File: src/rtl/rstctl_pkg.sv
package rstctl_pkg;

   // Build a mask from the two retained type-bit positions.
   function automatic logic [7:0] keep_mask8(input int full_pos, input int sys_pos);
      logic [7:0] m;
      m = '0;
      m[full_pos] = 1'b1;
      m[sys_pos]  = 1'b1;
      return m;
   endfunction

   localparam int          DEF_ADDR_W   = 16;
   localparam int          DEF_DATA_W   = 8;
   localparam logic [15:0] DEF_PORT     = 16'hCF9;
   localparam int          DEF_TRIG_POS = 2;
   localparam int          DEF_FULL_POS = 3;
   localparam int          DEF_SYS_POS  = 1;

endpackage

File: src/rtl/rstctl_decode.sv
module rstctl_decode #(
   parameter int                ADDR_W    = 16,
   parameter logic [ADDR_W-1:0] PORT_ADDR = 16'hCF9
) (
   input  logic [ADDR_W-1:0] io_addr,
   input  logic              io_wr,
   input  logic              io_rd,
   input  logic              trig_bit,
   output logic              rd_hit,
   output logic              fire,
   output logic              store_en
);

   logic sel;

   always_comb begin
      sel      = (io_addr == PORT_ADDR);
      rd_hit   = sel && io_rd;
      fire     = sel && io_wr && trig_bit;
      store_en = sel && io_wr && !trig_bit;
   end

endmodule

File: src/rtl/rstctl_store.sv
module rstctl_store #(
   parameter int              DATA_W = 8,
   parameter logic [DATA_W-1:0] KEEP = 8'h0A
) (
   input  logic              clk,
   input  logic              rst_n,
   input  logic              store_en,
   input  logic [DATA_W-1:0] wdata,
   output logic [DATA_W-1:0] q
);

   always_ff @(posedge clk) begin
      if (!rst_n)        q <= '0;
      else if (store_en) q <= wdata & KEEP;
   end


   only_kept_bits_chk: assert property (@(posedge clk) disable iff (!rst_n)
      (q & ~KEEP) == '0);


   hold_when_idle_chk: assert property (@(posedge clk) disable iff (!rst_n)
      !store_en |=> q == $past(q));

endmodule

File: src/rtl/rstctl_pulse.sv
module rstctl_pulse (
   input  logic clk,
   input  logic rst_n,
   input  logic fire,
   output logic req
);

   always_ff @(posedge clk) begin
      if (!rst_n) req <= 1'b0;
      else        req <= fire;
   end


   pulse_follows_fire_chk: assert property (@(posedge clk) disable iff (!rst_n)
      fire |=> req);


   quiet_without_fire_chk: assert property (@(posedge clk) disable iff (!rst_n)
      !fire |=> !req);

endmodule

File: src/rtl/rst_ctrl_port.sv
module rst_ctrl_port
   import rstctl_pkg::*;
#(
   parameter int                ADDR_W    = DEF_ADDR_W,
   parameter int                DATA_W    = DEF_DATA_W,
   parameter logic [ADDR_W-1:0] PORT_ADDR = DEF_PORT,
   parameter int                TRIG_POS  = DEF_TRIG_POS,
   parameter int                FULL_POS  = DEF_FULL_POS,
   parameter int                SYS_POS   = DEF_SYS_POS,
   parameter int                READ_LAT  = 0
) (
   input  logic              clk,
   input  logic              rst_n,
   input  logic [ADDR_W-1:0] io_addr,
   input  logic [DATA_W-1:0] io_wdata,
   input  logic              io_wr,
   input  logic              io_rd,
   output logic [DATA_W-1:0] io_rdata,
   output logic              rst_req,
   output logic              rst_full,
   output logic              rst_sys
);

   localparam logic [DATA_W-1:0] KEEP = DATA_W'(keep_mask8(FULL_POS, SYS_POS));

   generate
      if (DATA_W != 8)
         $error("rst_ctrl_port: DATA_W must be 8");
      if (TRIG_POS >= DATA_W || FULL_POS >= DATA_W || SYS_POS >= DATA_W)
         $error("rst_ctrl_port: bit position out of range");
      if (TRIG_POS == FULL_POS || TRIG_POS == SYS_POS || FULL_POS == SYS_POS)
         $error("rst_ctrl_port: bit positions must differ");
      if (READ_LAT != 0 && READ_LAT != 1)
         $error("rst_ctrl_port: READ_LAT must be 0 or 1");
   endgenerate

   logic              rd_hit;
   logic              fire;
   logic              store_en;
   logic [DATA_W-1:0] stored;

   rstctl_decode #(.ADDR_W(ADDR_W), .PORT_ADDR(PORT_ADDR)) u_dec (
      .io_addr  (io_addr),
      .io_wr    (io_wr),
      .io_rd    (io_rd),
      .trig_bit (io_wdata[TRIG_POS]),
      .rd_hit   (rd_hit),
      .fire     (fire),
      .store_en (store_en)
   );

   rstctl_store #(.DATA_W(DATA_W), .KEEP(KEEP)) u_store (
      .clk      (clk),
      .rst_n    (rst_n),
      .store_en (store_en),
      .wdata    (io_wdata),
      .q        (stored)
   );

   rstctl_pulse u_pulse (
      .clk   (clk),
      .rst_n (rst_n),
      .fire  (fire),
      .req   (rst_req)
   );

   assign rst_full = stored[FULL_POS];
   assign rst_sys  = stored[SYS_POS];

   generate
      if (READ_LAT == 0) begin : g_rd_comb
         assign io_rdata = rd_hit ? stored : '0;
      end else begin : g_rd_reg
         logic [DATA_W-1:0] rd_q;
         always_ff @(posedge clk) begin
            if (!rst_n) rd_q <= '0;
            else        rd_q <= rd_hit ? stored : '0;
         end
         assign io_rdata = rd_q;
      end
   endgenerate


   type_capture_chk: assert property (@(posedge clk) disable iff (!rst_n)
      (io_wr && io_addr == PORT_ADDR && !io_wdata[TRIG_POS])
      |=> (rst_full == $past(io_wdata[FULL_POS]) && rst_sys == $past(io_wdata[SYS_POS])));


   trig_keeps_type_chk: assert property (@(posedge clk) disable iff (!rst_n)
      (io_wr && io_addr == PORT_ADDR && io_wdata[TRIG_POS])
      |=> (rst_full == $past(rst_full) && rst_sys == $past(rst_sys)));


   idle_read_zero_chk: assert property (@(posedge clk) disable iff (!rst_n)
      (READ_LAT == 0 && !(io_rd && io_addr == PORT_ADDR)) |-> io_rdata == '0);

endmodule

File: config.mk
export PLATFORM = sky130hd
export DESIGN_NAME = rst_ctrl_port
export DESIGN_NICKNAME = d
export VERILOG_FILES = /design/src/rtl/rstctl_pkg.sv /design/src/rtl/rstctl_decode.sv /design/src/rtl/rstctl_store.sv /design/src/rtl/rstctl_pulse.sv /design/src/rtl/rst_ctrl_port.sv
export SDC_FILE = /design/constraint.sdc
export NUM_CORES = 1
export LEC_CHECK = 0
export BUFFER_PORTS_ARGS = -buffer_cell sky130_fd_sc_hd__buf_2
export CORE_AREA = 2 2 39 41
export CTS_BUF_LIST = sky130_fd_sc_hd__clkbuf_4
export DETAILED_ROUTE_END_ITERATION = 8
export DIE_AREA = 0 0 41 43
export GPL_ROUTABILITY_DRIVEN = 0
export PLACE_DENSITY = 0.7
export SLEW_MARGIN = 0
export SYNTH_ARGS = -nofsm -noshare
export SYNTH_HDL_FRONTEND = slang
export SYNTH_HIERARCHICAL = 1
export SYNTH_SLANG_ARGS = --single-unit
File: constraint.sdc
create_clock -name clk -period 3.8 [get_ports clk]
set_input_delay 0.95 -clock clk [delete_from_list [all_inputs] [get_ports clk]]
set_output_delay 0.95 -clock clk [all_outputs]
set_load 0.02 [all_outputs]
==> run metrics, run 1 <==
Detailed Place HPWL about 530 um; DR pass1 iterations 1; die width slightly above 40 um; proportion of layout cells with a drive suffix above 1 between 50% and 60%; Die Ht between 40 and 50 um; fill cell count 150; global-route wire length before repair ~980 um; Comb power frac 13.7%; CTS tree yes; worst slack, placed around 430 ps; RSZ-0062 raised after global routing false; Final Instance Area ~450 um^2; Area Overhead vs Synth 55.5%; area of the multi-input gates 200 um^2; Final Worst Setup Slack around 480 ps; most common cell after layout, fill and taps aside buf_2; Max Fclk about 0.30 GHz; register area share after synthesis approximately a fifth; # diodes 0; Post-DP Area ~420 um^2; number of CTS-inserted buffers 3; final core occ roughly 32%; largest net degree at the start of global routing 9; startpoint types input pin; Tcrit/Tclk final a little under 90%; met1 usage roughly 9%; Global Route met3 Usage 3.14%; Most Used Layer, Global Route met2; CP max-delay cell or4_4; Clk pwr share approximately 57%; switching share of power between 10% and 20%; # H-tree levels 1; CP Capture Type output pin; Final setup viols 0; syn_area_per_cell around 9.2 um^2; status finished clean; Top Ports 39; Max clock buf depth 2; Hold WC Path Type reg -> reg; Hold-fix buffers, CTS 0; fin crit period between 3000 and 4000 ps; Nets 90; # resized after CTS 0; core area between 0.001 and 0.0015 mm^2; Port Buffer Count 27; pins over their slew limit 0; Worst EP required about 2900 ps; top cells by area, synth and2_1 22%, dfxtp_1 21%, buf_4 16%; worst-path fanout max 8; Distinct cells, synth 13; die area roughly 0.0018 mm^2; placed cell count 73; final cell count without fillers 77; Setup Buffers After CTS 0; Num Clock Sinks 3; Seq cells post-synth 3; DR vias 296; VDD IR-drop max ~0.18 mV; Power Density 245 mW/mm^2; clk root buf clkbuf_4; Int Power between 80 and 90 uW; GRT Residual Overflow 0; M2 GR Usage between 10% and 20%; CP arrival 2370 ps; Fin. Hold Viols 0; via/cell ratio just under 4; CP max stage delay 520 ps; Reg power frac 29.0%; Synth Warn # 6; Leak 0.245 nW; clk_lat worst skew roughly 230 ps; clk_skew 0 ps; Initial DRC Count 0; Switch Pwr about 21 uW; drt drc 0; Hold Slack between 500 and 600 ps; max-cap violation count 0; register area roughly 60 um^2; Critical Path, Cell by Cell buf_2, or4_4, nor4_2, and2_1, and2_1, buf_2; Synth top area share 21.8%; number of global-route vias before repair 249; mean routed wirelength per cell between 7 and 8 um; TNS Setup 0 ps; final wirelength 594 um; cell count after synthesis 31; Clock transition at path regs about 40 ps; Mapped Area 287 um^2; antenna violations before repair 0; Initial Utilization about a fifth; commonest cells after routing, fill and taps aside 27 x buf_2, 10 x and2_1, 6 x conb_1; Yosys top cell by area and2_1; antenna viol nets, final 0; global-route total usage across every layer under 10%; Final Power 109 uW; Rows 14; kind of critical path in -> out
## kinds of logic (layout without fill, tap and decap cells)
kind of cell | count (synthesis) | in the layout | share of synthesized area [%]
other | 1 | 6 | 1.31
flip-flops | 3 | 3 | 21.0
buffers and inverters | 6 | 31 | 15.7
multiplexers | 2 | 2 | 6.99
AND/OR/NAND/NOR | 19 | 19 | 55.0
## power by group through the flow
| stage | Sequential, mW | Clock (mW) | Combinational, mW |
|---|---|---|---|
| finish | 0.0317 | 0.0626 | 0.0149 |
| global route | 0.0316 | 0.0698 | 0.0171 |
| CTS | 0.0317 | 0.0651 | 0.0151 |
| detailed placement | 0.0321 | 0 | 0.0150 |
| global placement | 0.0321 | 0 | 0.0148 |
| floorplan | 0.0321 | 0 | 0.00767 |
## Yosys cell counts
master,instances
nor2b_1,2
nor4_2,1
and3b_1,1
nand4bb_1,1
buf_4,6
or4_4,1
and2_1,10
nand4b_4,1
dfxtp_1,3
and3_1,1
conb_1,1
nand4b_1,1
mux2i_1,2
## state kept, by name (all words and copies together), names as in the netlist
name	count
u_store/q	2
u_pulse/req	1
## metal layers
metal / wire length, um / part of all wire, %
met5: 0 / 0
met4: 0 / 0
met3: 95 / 16
met2: 297 / 50
met1: 201 / 34
## worst max-delay path, delay by kind of cell
family,cells,cell delay (ps)
buffers and inverters,2,260
and+or+nand+nor,4,1170
## final timing paths
check                     from      endpoint  slack, ps  cells after the start
hold reg to reg   u_store/q[3]  u_store/q[3]        550                      2
setup reg to reg  u_store/q[1]  u_store/q[1]       3180                      2
hold / removal    u_store/q[3]  u_store/q[3]        550                      2
setup / recovery   io_addr[12]   io_rdata[3]        480                      6
## area by class of cell
| type | instances | area share (%) |
|---|---|---|
| tap | 16 | 4.49 |
| sequential | 3 | 13.5 |
| clock buffer | 4 | 6.74 |
| timing repair buffer | 27 | 30.3 |
| multi-input combinational | 27 | 44.9 |
Note: power is estimated with default switching activity, not from simulation.
==> inputs of run 2 (changes only) <==
- clock period: 3.8 -> 3.3 ns (I/O delays scaled with it)
==> run 2 against run 1 <==
Critical path depth unchanged. Hold slack worse by 24 ps. Worst setup slack worse by 140 ps. Sequential share of layout area down 0.22 points. Via count up 4.7%. Combinational power up 16%. Register-to-register slack worse by 480 ps. Clock power up 15%. Total power up 15%. Sequential cell count unchanged. Routed wire length down 2.7%. Global-route usage down 0.49 points.
==> run metrics, run 2 (same netlist as run 1, synthesis figures left out) <==
status finished clean; Largest register FFs 2; R2R cell count 2; CP Capture Type output pin; kind of critical path in -> out; most common cell after layout, fill and taps aside buf_2; final wirelength around 580 um; # H-tree levels 1; Leak 0.250 nW; Initial Utilization between 20% and 30%; worst min-delay path startpoint u_store/q[1]; number of CTS-inserted buffers 3; commonest cells after routing, fill and taps aside 27 x buf_2, 10 x and2_1, 6 x conb_1; largest registers u_store/q x2, u_pulse/req x1; Final setup viols 0; worst-path fanout max 3; mean routed wirelength per cell ~7.4 um; clk_skew 0 ps; VDD IR-drop max around 0.26 mV; CP arrival around 2100 ps; die area 0.00176 mm^2; Hold-fix buffers, CTS 0; CP max stage delay approximately 520 ps; Clock transition at path regs roughly 40 ps; core area ~0.0014 mm^2; die width between 40 and 50 um; global-route total usage across every layer approximately 8.1%; Power Density 277 mW/mm^2; R2R Path Start u_store/q[3]; # diodes 0; Biggest register u_store/q; final cell count without fillers 78; Setup Buffers After CTS 0; pins over their slew limit 0; Num Clock Sinks 3; TNS Setup 0 ps; placed cell count 74; max-cap violation count 0; DR pass1 iterations 2; Final Instance Area roughly 450 um^2; R2R Setup Slk roughly 2700 ps; Critical path origin io_addr[12]; Area Overhead vs Synth 58.1%; worst hold stages 2; Max Fclk around 0.34 GHz; antenna violations before repair 0; # resized after CTS 0; clk_lat worst skew about 230 ps; worst r2r dst u_store/q[3]; RSZ-0062 raised after global routing false; Critical Path, Cell by Cell buf_2, or4_4, nor4_2, and2_1, and2_1, buf_2; Worst EP required approximately 2500 ps; proportion of layout cells with a drive suffix above 1 56.5%; startpoint types input pin; DR vias between 300 and 400; Post-DP Area between 400 and 500 um^2; Initial DRC Count 1; CP max-delay cell or4_4; Die Ht approximately 43 um; drt drc 0; GRT Residual Overflow 0; largest net degree at the start of global routing 7; Hold WC Path Type reg -> reg; Fin. Hold Viols 0; Top Ports 39; Max clock buf depth 2; Rows 14; global-route wire length before repair 945 um; Hold Slack approximately 520 ps; clk root buf clkbuf_4; Nets 91; number of global-route vias before repair between 200 and 300; fin crit period 2970 ps; via/cell ratio roughly 4.0; CTS tree yes; Port Buffer Count 27; antenna viol nets, final 0; Worst Setup EP io_rdata[3]; Tcrit/Tclk final around 90%
## run 2: changes by cell type in the layout (fill, tap and decap cells not counted)
cell   before  now
buf_4       0    1
## run 2: worst min-delay path by stage
stage / endpoint
after floorplan: u_store/q[1]
after global placement: u_store/q[3]
after detailed placement: u_store/q[1]
after CTS: u_store/q[1]
after global routing: u_store/q[1]
final: u_store/q[1]
## run 2: critical path: cells and delay by family
kind                   cells  cell delay, ps
and+or+nand+nor            4            1060
buffers and inverters      2             250
## run 2: metrics by stage
step	util, %	worst slack, ps	total power, mW
floorplan	-	501	0.0458
global placement	30.6	324	0.0541
detailed placement	30.6	309	0.0545
CTS	32.7	309	0.128
global route	32.7	262	0.134
finish	32.7	331	0.126
## run 2: per-layer routing
metal / vias to the layer above / wire [um] / track usage [%]
met5: - / 0 / 0
met4: 0 / 0 / 6.00
met3: 0 / 84 / 3.14
met2: 26 / 300 / 13.4
met1: 127 / 192 / 7.37
li1: 157 / - / -
## run 2: report_power, final
group | leakage [nW] | internal [mW] | total, mW | switching, mW
clock | 0.0184 | 0.0535 | 0.0718 | 0.0184
sequential | 0.0241 | 0.0365 | 0.0365 | 0.0000000607
combinational | 0.208 | 0.0117 | 0.0173 | 0.00553
total | 0.250 | 0.102 | 0.126 | 0.0239
## run 2: area by class of cell
class,instances,area (um^2)
Sequential cell,3,60.1
Multi-Input combinational cell,27,200
Fill cell,143,931
Timing Repair Buffer,28,143
Tap cell,16,20.0
Clock buffer,4,30.0
==> inputs of run 3 (changes only) <==
- GPL_TIMING_DRIVEN: default -> 0
==> run 3 against run 2 <==
Core utilization grew 2.7 points. Worst setup slack lost 110 ps. Sequential share of layout area shrank 1.0 points. Clock power is essentially flat.
==> run metrics, run 3 (same netlist as run 1, synthesis figures left out) <==
VDD IR-drop max between 0.2 and 0.25 mV; CP Capture Type output pin; number of CTS-inserted buffers 3; Largest register FFs 2; DR pass1 iterations 1; Worst EP required around 2500 ps; clk root buf clkbuf_4; Most Used Layer, Global Route met2; final wirelength approximately 630 um; Fin. Hold Viols 0; die area 0.00176 mm^2; via/cell ratio a little under 4; R2R Setup Slk approximately 2700 ps; max-cap violation count 0; largest net degree at the start of global routing 9; Int Power 106 uW; R2R Path Start u_store/q[1]; Hold Slack about 550 ps; core area 0.00138 mm^2; Power Density approximately 270 mW/mm^2; Area Overhead vs Synth 71.2%; most common cell after layout, fill and taps aside buf_2; worst r2r dst u_store/q[1]; CTS tree yes; RSZ-0062 raised after global routing false; # resized after CTS 0; largest registers u_store/q x2, u_pulse/req x1; status finished clean; Rows 14; Initial Utilization 20.7%; GRT Residual Overflow 0; number of global-route vias before repair between 200 and 300; register area roughly 60 um^2; global-route total usage across every layer 8.72%; mean routed wirelength per cell approximately 7.6 um; Hold-fix buffers, CTS 0; Nets 96; die width 41 um; Switch Pwr 24.4 uW; Post-DP Area roughly 460 um^2; pins over their slew limit 0; fin crit period between 3000 and 4000 ps; worst-path fanout max 8; Biggest register u_store/q; proportion of layout cells with a drive suffix above 1 about three fifths; area of the multi-input gates between 200 and 250 um^2; Global Route met3 Usage around 3.1%; Num Clock Sinks 3; worst min-delay path startpoint u_store/q[3]; CP max stage delay roughly 520 ps; Final Instance Area roughly 490 um^2; R2R cell count 2; clk_lat worst skew approximately 230 ps; Die Ht around 43 um; Setup Buffers After CTS 0; Initial DRC Count 0; Clock transition at path regs roughly 40 ps; Max clock buf depth 2; DR vias 320; M2 GR Usage between 10% and 20%; Hold WC Path Type reg -> reg; Tcrit/Tclk final 93.1%; switching share of power between 10% and 20%; antenna violations before repair 0; startpoint types input pin; TNS Setup 0 ps; kind of critical path in -> out; fill cell count between 100 and 150; worst hold stages 2; commonest cells after routing, fill and taps aside 27 x buf_2, 10 x and2_1, 6 x buf_4, 6 x conb_1, 4 x clkbuf_4; drt drc 0; Leak ~0.28 nW; CP arrival roughly 2300 ps; antenna viol nets, final 0; global-route wire length before repair 986 um; Port Buffer Count 27; clk_skew 0 ps; # diodes 0; # H-tree levels 1; Comb power frac 17.2%; Final setup viols 0; Critical Path, Cell by Cell buf_2, or4_4, nor4_2, and2_1, and2_1, buf_2; Max Fclk 0.325 GHz; Hold Path Sink u_store/q[3]; met1 usage between 7 and 8%; CP max-delay cell or4_4; Top Ports 39; Clk pwr share between 50 and 60%; Reg power frac between 20 and 30%
## run 3: how the worst max path moves through the flow
stage	startpoint	endpoint	slack [ps]	depth (start not counted)
after global routing	io_addr[12]	io_rdata[3]	80	6
after detailed placement	io_addr[12]	io_rdata[3]	180	6
after CTS	io_addr[12]	io_rdata[3]	180	6
after global placement	io_addr[12]	io_rdata[3]	200	6
final	io_addr[12]	io_rdata[3]	230	6
after floorplan	io_addr[12]	io_rdata[1]	500	4
## run 3: worst max-delay path, delay by kind of cell
kind	cells	cell delay, ps
buffers and inverters	2	250
AND/OR/NAND/NOR	4	1170
## run 3: area by class of cell
| class | count | share of cell area (%) |
|---|---|---|
| plain buffers | 6 | 9.18 |
| clock buffers | 4 | 6.12 |
| multi-input cells | 27 | 40.8 |
| flip-flops and latches | 3 | 12.2 |
| well taps | 16 | 4.08 |
| repair buffers | 27 | 27.6 |
## run 3: power by group through the flow
stage	clock (mW)	combinational, mW	sequential [mW]
2_1_floorplan	0	0.00883	0.0370
3_3_place_gp	0	0.0221	0.0370
3_5_place_dp	0	0.0225	0.0370
4_1_cts	0.0750	0.0225	0.0365
5_1_grt	0.0791	0.0252	0.0364
6_report	0.0715	0.0224	0.0365
## run 3: layer usage
layer	share of wire (%)	wire length [um]
met5	0	0
met4	0	0
met3	14	87
met2	53	335
met1	33	205
## run 3: stage by stage
step / util (%) / instances / worst slack (ps) / power, mW
2_1_floorplan: - / 36 / 501 / 0.0458
3_3_place_gp: 33.3 / 79 / 203 / 0.0592
3_5_place_dp: 33.3 / 79 / 177 / 0.0595
4_1_cts: 35.4 / 83 / 177 / 0.134
5_1_grt: 35.4 / 83 / 79.1 / 0.141
6_report: 35.4 / 83 / 226 / 0.130
